--- src/rtl/dual_path_xcvr.sv ---
module dual_path_xcvr #(
  parameter int W = 18
) (
  input  logic         clk,
  input  logic         rst_n,
  input  logic [W-1:0] a_in,
  output logic [W-1:0] a_out,
  output logic [W-1:0] a_oe,
  input  logic [W-1:0] b_in,
  output logic [W-1:0] b_out,
  output logic [W-1:0] b_oe,
  input  logic         ab_pass,
  input  logic         ab_dclk,
  input  logic         ab_cke_n,
  input  logic         ab_oe_n,
  input  logic         ba_pass,
  input  logic         ba_dclk,
  input  logic         ba_cke_n,
  input  logic         ba_oe_n
);
  localparam int NDIR = 2;

  logic [NDIR-1:0][W-1:0] din, dout, held;
  logic [NDIR-1:0] pass, dclk, cke_n, oe_n, dclk_q, load, drv;

  assign din   = {b_in, a_in};
  assign pass  = {ba_pass, ab_pass};
  assign dclk  = {ba_dclk, ab_dclk};
  assign cke_n = {ba_cke_n, ab_cke_n};
  assign oe_n  = {ba_oe_n, ab_oe_n};

  for (genvar d = 0; d < NDIR; d++) begin : g_dir
    assign load[d] = ~pass[d] & ~cke_n[d] & dclk[d] & ~dclk_q[d];

    always_ff @(posedge clk or negedge rst_n) begin
      if (!rst_n) begin
        held[d]   <= '0;
        dclk_q[d] <= 1'b1;
      end else begin
        dclk_q[d] <= dclk[d];
        if (pass[d] || load[d]) held[d] <= din[d];
      end
    end

    assign dout[d] = pass[d] ? din[d] : held[d];
    assign drv[d]  = rst_n & ~oe_n[d];

    a_r1_pass_through: assert property (@(posedge clk) disable iff (!rst_n)
      pass[d] |-> dout[d] == din[d]);
    a_r2_edge_load: assert property (@(posedge clk) disable iff (!rst_n)
      (!pass[d] && !cke_n[d] && dclk[d] && !dclk_q[d]) |=> held[d] == $past(din[d]));
    a_r3_cke_blocks: assert property (@(posedge clk) disable iff (!rst_n)
      (!pass[d] && cke_n[d]) |=> $stable(held[d]));
    a_r4_no_edge_hold: assert property (@(posedge clk) disable iff (!rst_n)
      (!pass[d] && dclk[d] == dclk_q[d]) |=> $stable(held[d]));
    a_r5_close_value: assert property (@(posedge clk) disable iff (!rst_n)
      pass[d] |=> held[d] == $past(din[d]));
  end

  assign b_out = dout[0];
  assign a_out = dout[1];
  assign b_oe  = {W{drv[0]}};
  assign a_oe  = {W{drv[1]}};

  a_r6_off_when_high: assert property (@(posedge clk) disable iff (!rst_n)
    (ab_oe_n |-> b_oe == '0) and (ba_oe_n |-> a_oe == '0));
  a_r6_on_when_low: assert property (@(posedge clk) disable iff (!rst_n)
    (!ab_oe_n |-> &b_oe) and (!ba_oe_n |-> &a_oe));
  a_r8_reset_quiet: assert property (@(posedge clk)
    !rst_n |-> (a_oe == '0 && b_oe == '0));
endmodule

--- config.mk ---
export PLATFORM = sky130hd
export DESIGN_NAME = dual_path_xcvr
export DESIGN_NICKNAME = d
export VERILOG_FILES = /design/src/rtl/dual_path_xcvr.sv
export SDC_FILE = /design/constraint.sdc
export NUM_CORES = 1
export LEC_CHECK = 0
export BUFFER_PORTS_ARGS = -buffer_cell sky130_fd_sc_hd__buf_2
export CORE_MARGIN = 5
export CORE_UTILIZATION = 30
export CTS_BUF_LIST = sky130_fd_sc_hd__clkbuf_16
export DETAILED_ROUTE_END_ITERATION = 10
export HOLD_SLACK_MARGIN = 0.08
export SLEW_MARGIN = 0
export SYNTH_ARGS = -nofsm -noshare
export SYNTH_HDL_FRONTEND = slang
export SYNTH_SLANG_ARGS = --single-unit
--- constraint.sdc ---
create_clock -name clk -period 1.3 [get_ports clk]
set_clock_uncertainty 0.2 [all_clocks]
set_input_delay 0 -clock clk [delete_from_list [all_inputs] [get_ports clk]]
set_output_delay 0 -clock clk [all_outputs]
set_load 0.02 [all_outputs]
## Yosys cells after proc, flatten, opt, wreduce, memory -nomap -nowiden

Cells that the tools add are included.

| storage, ports and cells | value |
|---|---|
| register bits | 38 |
| input port bits | 46 |
| output and inout bits | 72 |
| logic and storage cells | 24 |

| cells by class | value |
|---|---|
| mux-type cells | 2 |
| bitwise operators | 16 |
| reductions and logical operators | 2 |

Operators by type and width:

| operator | count |
|---|---|
| 18-bit two-way mux | 2 |
| 1-bit AND | 8 |
| 1-bit NOT | 8 |
| 1-bit logical OR | 2 |

## Longest topological paths before layout

| logic depth | value |
|---|---|
| depth in word-level cells | 5 |
| depth in mapped cells | 5 |
| mapped depth without buffers | 2 |

## Worst setup path before layout

Ideal clock, no wire load.

| path | value |
|---|---|
| path kind | reg-to-reg |
| start point | register dclk_q[0] |
| end point | register held[10] (netlist bit) |
| setup time | 0.131 ns |
| arrival time | 1.082 ns |
| setup slack | -0.113 ns |
| stages on the path, launching flop included | 5 |
| clock period less this slack | 1.413 ns |
| cell sequence | dfstp_2 > buf_2 > clkbuf_1 > nand4bb_1 > o211ai_1 |

| between the ends | value |
|---|---|
| cells in the longest elaborated chain, start to end | 3 |

RTL lines:

| what | RTL line | source |
|---|---|---|
| start: declaration | 24 | `logic [NDIR-1:0] pass, dclk, cke_n, oe_n, dclk_q, load, drv;` |
| start signal: indexed assignment | 40 | `dclk_q[d] <= dclk[d];` |
| 1-bit NOT | 33 | `assign load[d] = ~pass[d] & ~cke_n[d] & dclk[d] & ~dclk_q[d];` |
| 1-bit AND | 33 |  |
| 1-bit logical OR | 41 | `if (pass[d] \|\| load[d]) held[d] <= din[d];` |
| end signal: indexed assignment | 41 |  |
| end: declaration | 23 | `logic [NDIR-1:0][W-1:0] din, dout, held;` |

No other way between the ends.
A chain may end at the register's enable or synchronous reset.

## Worst setup path in the final report

| path | value |
|---|---|
| start point | register dclk_q[0] |
| end point | register held[8] (netlist bit) |

The elaborated chain is that of the path after synthesis.

==> metrics list <==
- Share of final-layout standard cells stronger than drive strength 1: 36.0%
- The critical path is of the flop to flop type.
- Switching Power: roughly 1.1 mW
* Total GRT Usage: a little over an eighth
- After layout, the minimum clock period comes to 1.30 ns.
* Result of the run: complete, but fails checks
- Synthesis produced a netlist whose cell count is about 280.
- The count of buffers added on input and output ports is roughly 120.
* Per-cell via count in the routed design: ~4.7
* Fin nets: between 400 and 500
- Data required time at the worst endpoint: around 1.3 ns
- Sequential cells account for 37.8% of the total power.
- Max Slew Vio Count: 0
* Crit-path max FO: 18
- In this run the deepest clock path goes through 2 buffers.
* Routability congestion estimate from global placement: 0.730
* Drt drc: 0
* Static Leakage: around 1.8 nW
- Share of the core filled with cells in the final layout: between 40 and 50%
* Fraction of synthesized cell area taken by the top area cell type: between 30% and 40%
* Die width: between 100 and 150 µm
- Net switching is 31.0% of the power.
- Yosys printed 0 warnings.
- Global routing finished with a remaining overflow of 0.
* Starting Density: a little under a third
* Cell accounting for the most synthesized area: dfrtp_1
- Across all register-to-register paths, the minimum setup slack is -0.002 ns.
* Max H-tree Level: 2
* Total of max-cap violations: 0
* Unique cell type count in the Yosys netlist: 12
* Row cnt: 33
- Hold violation total from the final report: 1
- Slew headroom: 63.7%
- The tightest min-delay check is of the primary input to flop type.
- In this run, synthesis produced a sequential element count of 38.
* Synthesized net count: around 320
- The checks that failed: negative hold slack, negative setup slack.
* Largest net degree at the start of global routing: 39
- Counting instances in the post-synthesis netlist gives the leading cell types as nand2_1, dfrtp_1, nand2b_1, nand4bb_1, o211ai_1.
- Synth Area per Inst: 9.17 µm²
- Post-route design area: ~0.0036 mm²
* Clk sink count: 38
- For this block, the via count after detailed routing is roughly 2400.
- Clock power share: around a third
* Tightest Pin Transition: between 0.5 and 0.6 ns
- STA classifies the critical path startpoint as a flop.
- The internal power of the cells totals ~2.5 mW.
- The region available for standard cell placement spans 0.00822 mm².
- The endpoint identified for the worst register-to-register timing path is held[8].
- Hold path endpoint: held[3]
* Reg2Reg Depth: 3
- Clock insertion delay at the later pin of the skew report: approximately 0.27 ns
- Setup slack on the critical path of the routed design comes to -0.00158 ns.
- After the first detailed-routing iteration, the DRC count stood at between 50 and 60.
- Area overhead of the layout relative to synthesis: 43.2%
- Pwr per Cell Area: between 900 and 1000 mW/mm²
- The number of hold buffers added after CTS was 40.
* Mean routed wirelength per cell: roughly 14 µm
- Pre-antenna DRT Iters: 4
* Final Hold Slack: -0.000579 ns
* Maximum vdd ir drop: 0.495 mV
- Setup repair after global routing could not meet its margin everywhere.
- Placement Cell Area: about 0.0030 mm²
* Chip height: about 100 µm
- The detail route stage leaves a number of antenna-violating nets equal to 0.
- Clock tree from TritonCTS: done
- Sorting the synthesized cells by area gives the leading types as dfrtp_1, nand4bb_1, nand2_1.
- Post-synth EDFFs: 0
* Count of boundary I/O pins: roughly 120
- Top achievable clock speed: a little under 800 MHz
* Number of global-route vias before repair: about 2400
- By instance count, the leading cell after synthesis is nand2_1.
- Die ar.: 0.0104 mm²
* Final Cycle Share: 100%
* Final Setup Violations: 1
* Synthesized area: between 0.002 and 0.003 mm²
* Part of the Yosys area used for sequential elements: a little under two fifths
* Worst hold path depth: 4
- Critical Path Start: dclk_q[0]
- Of the total power, combinational logic draws roughly 30%.
- The repair_antennas step left the layout with diodes totalling 0.
* Number of antenna violations at the first check in global routing: 0
- The startpoint identified for the worst hold timing path is ab_pass.
- Sum of internal, switching and leakage power: 3.56 mW
* Startpoint of the worst-slack reg-to-reg timing path: dclk_q[0]
* Cts bufs inserted: 5
- The cell sitting at the root of the clock tree is a clkbuf_16.
* Critical path endpoint category: flop
- The first global-routing pass estimated roughly 11000 µm of wire.
* Total half-perimeter wirelength after legalization and detailed placement: approximately 4700 µm
* Clock transition at the register clock pins on the worst setup and hold paths after CTS: 0.06 ns
* Proportion of synthesized flip-flops having asynchronous set or reset: between 90% and 100%
- Primary flip-flop cell chosen by synthesis mapping: dfrtp_1
- Overall routed net length: 7120 µm
- Worst path arrival time: 1.25 ns
## how the worst max path moves through the flow
stage | end | slack [ns] | depth (start not counted)
after global placement | held[12] | -0.26 | 2
after CTS | held[26] | -0.02 | 3
final | held[8] | -0.002 | 3
after floorplan | held[10] | -0.07 | 4
after global routing | held[26] | -0.09 | 3
after detailed placement | held[2] | -0.27 | 2
## stage by stage
step / cells / worst slack (ns) / hold WS [ns] / TNS (ns)
6_report: 508 / -0.00158 / -0.000579 / -0.00158
5_1_grt: 508 / -0.0870 / 0.0239 / -0.973
4_1_cts: 508 / -0.0178 / -0.00537 / -0.0178
3_5_place_dp: 457 / -0.268 / -0.0555 / -4.66
3_3_place_gp: 457 / -0.258 / -0.0645 / -4.36
2_1_floorplan: 276 / -0.0662 / -0.496 / -1.32
## worst max-delay path: stages, from the launching register on
cell and delay [ns]:
dfstp_2 0.57, buf_8 0.16, nand4bb_1 0.14, o211ai_1 0.10
## routing by layer
layer | share of wire [%] | vias up | global-route usage, % | wire, µm
li1 | - | 1192 | - | -
met1 | 43 | 1136 | 16.0 | 3100
met2 | 50 | 57 | 24.1 | 3550
met3 | 6.4 | 2 | 3.21 | 454
met4 | 0.31 | 0 | 2.52 | 22
met5 | 0 | - | 0 | 0
## area by class of cell
class,instances,area [µm²]
fillers,806,4590
multi-input cells,184,1230
repair buffers,173,1170
flip-flops and latches,38,953
well taps,105,131
clock buffers,5,125
clock inverters,3,12.5
## power by group through the flow
stage | registers (mW) | logic (mW) | clock network [mW]
CTS | 1.34 | 1.06 | 1.21
finish | 1.34 | 1.05 | 1.16
global placement | 1.36 | 0.941 | 0
global route | 1.35 | 1.14 | 1.25
detailed placement | 1.36 | 0.953 | 0
floorplan | 1.35 | 0.663 | 0
## registers in the layout, summed over array words and instances (netlist names)
signal	flops
held	36
dclk_q	2
## logic make-up (layout without fill, tap and decap cells)
family	count (synthesis)	after routing	synth area share, %
buffers and inverters	54	181	14.0
DFF	38	38	37.7
AOI/OAI and AO/OA	36	36	10.7
and+or+nand+nor	148	148	37.6
## placed cells by master, fill, tap and decap left out, drive strengths merged, types with 5 or more instances in the layout
| cell | instances |
|---|---|
| buf | 133 |
| nand2b | 36 |
| clkbuf | 5 |
| dlygate4sd3 | 40 |
| nand2 | 72 |
| o211ai | 36 |
| dfrtp | 36 |
| nand4bb | 36 |
## timing repair
| action | 4_1_cts | 5_1_grt |
|---|---|---|
| resized for setup | 4 | 1 |
| setup endpoints to repair | 33 | 36 |
| setup buffers | 3 | 0 |
| gates cloned | 0 | 0 |
| pin swaps | 15 | 14 |
| endpoints found under the hold margin | 76 | 35 |
Power figures use the tool's default switching activity.
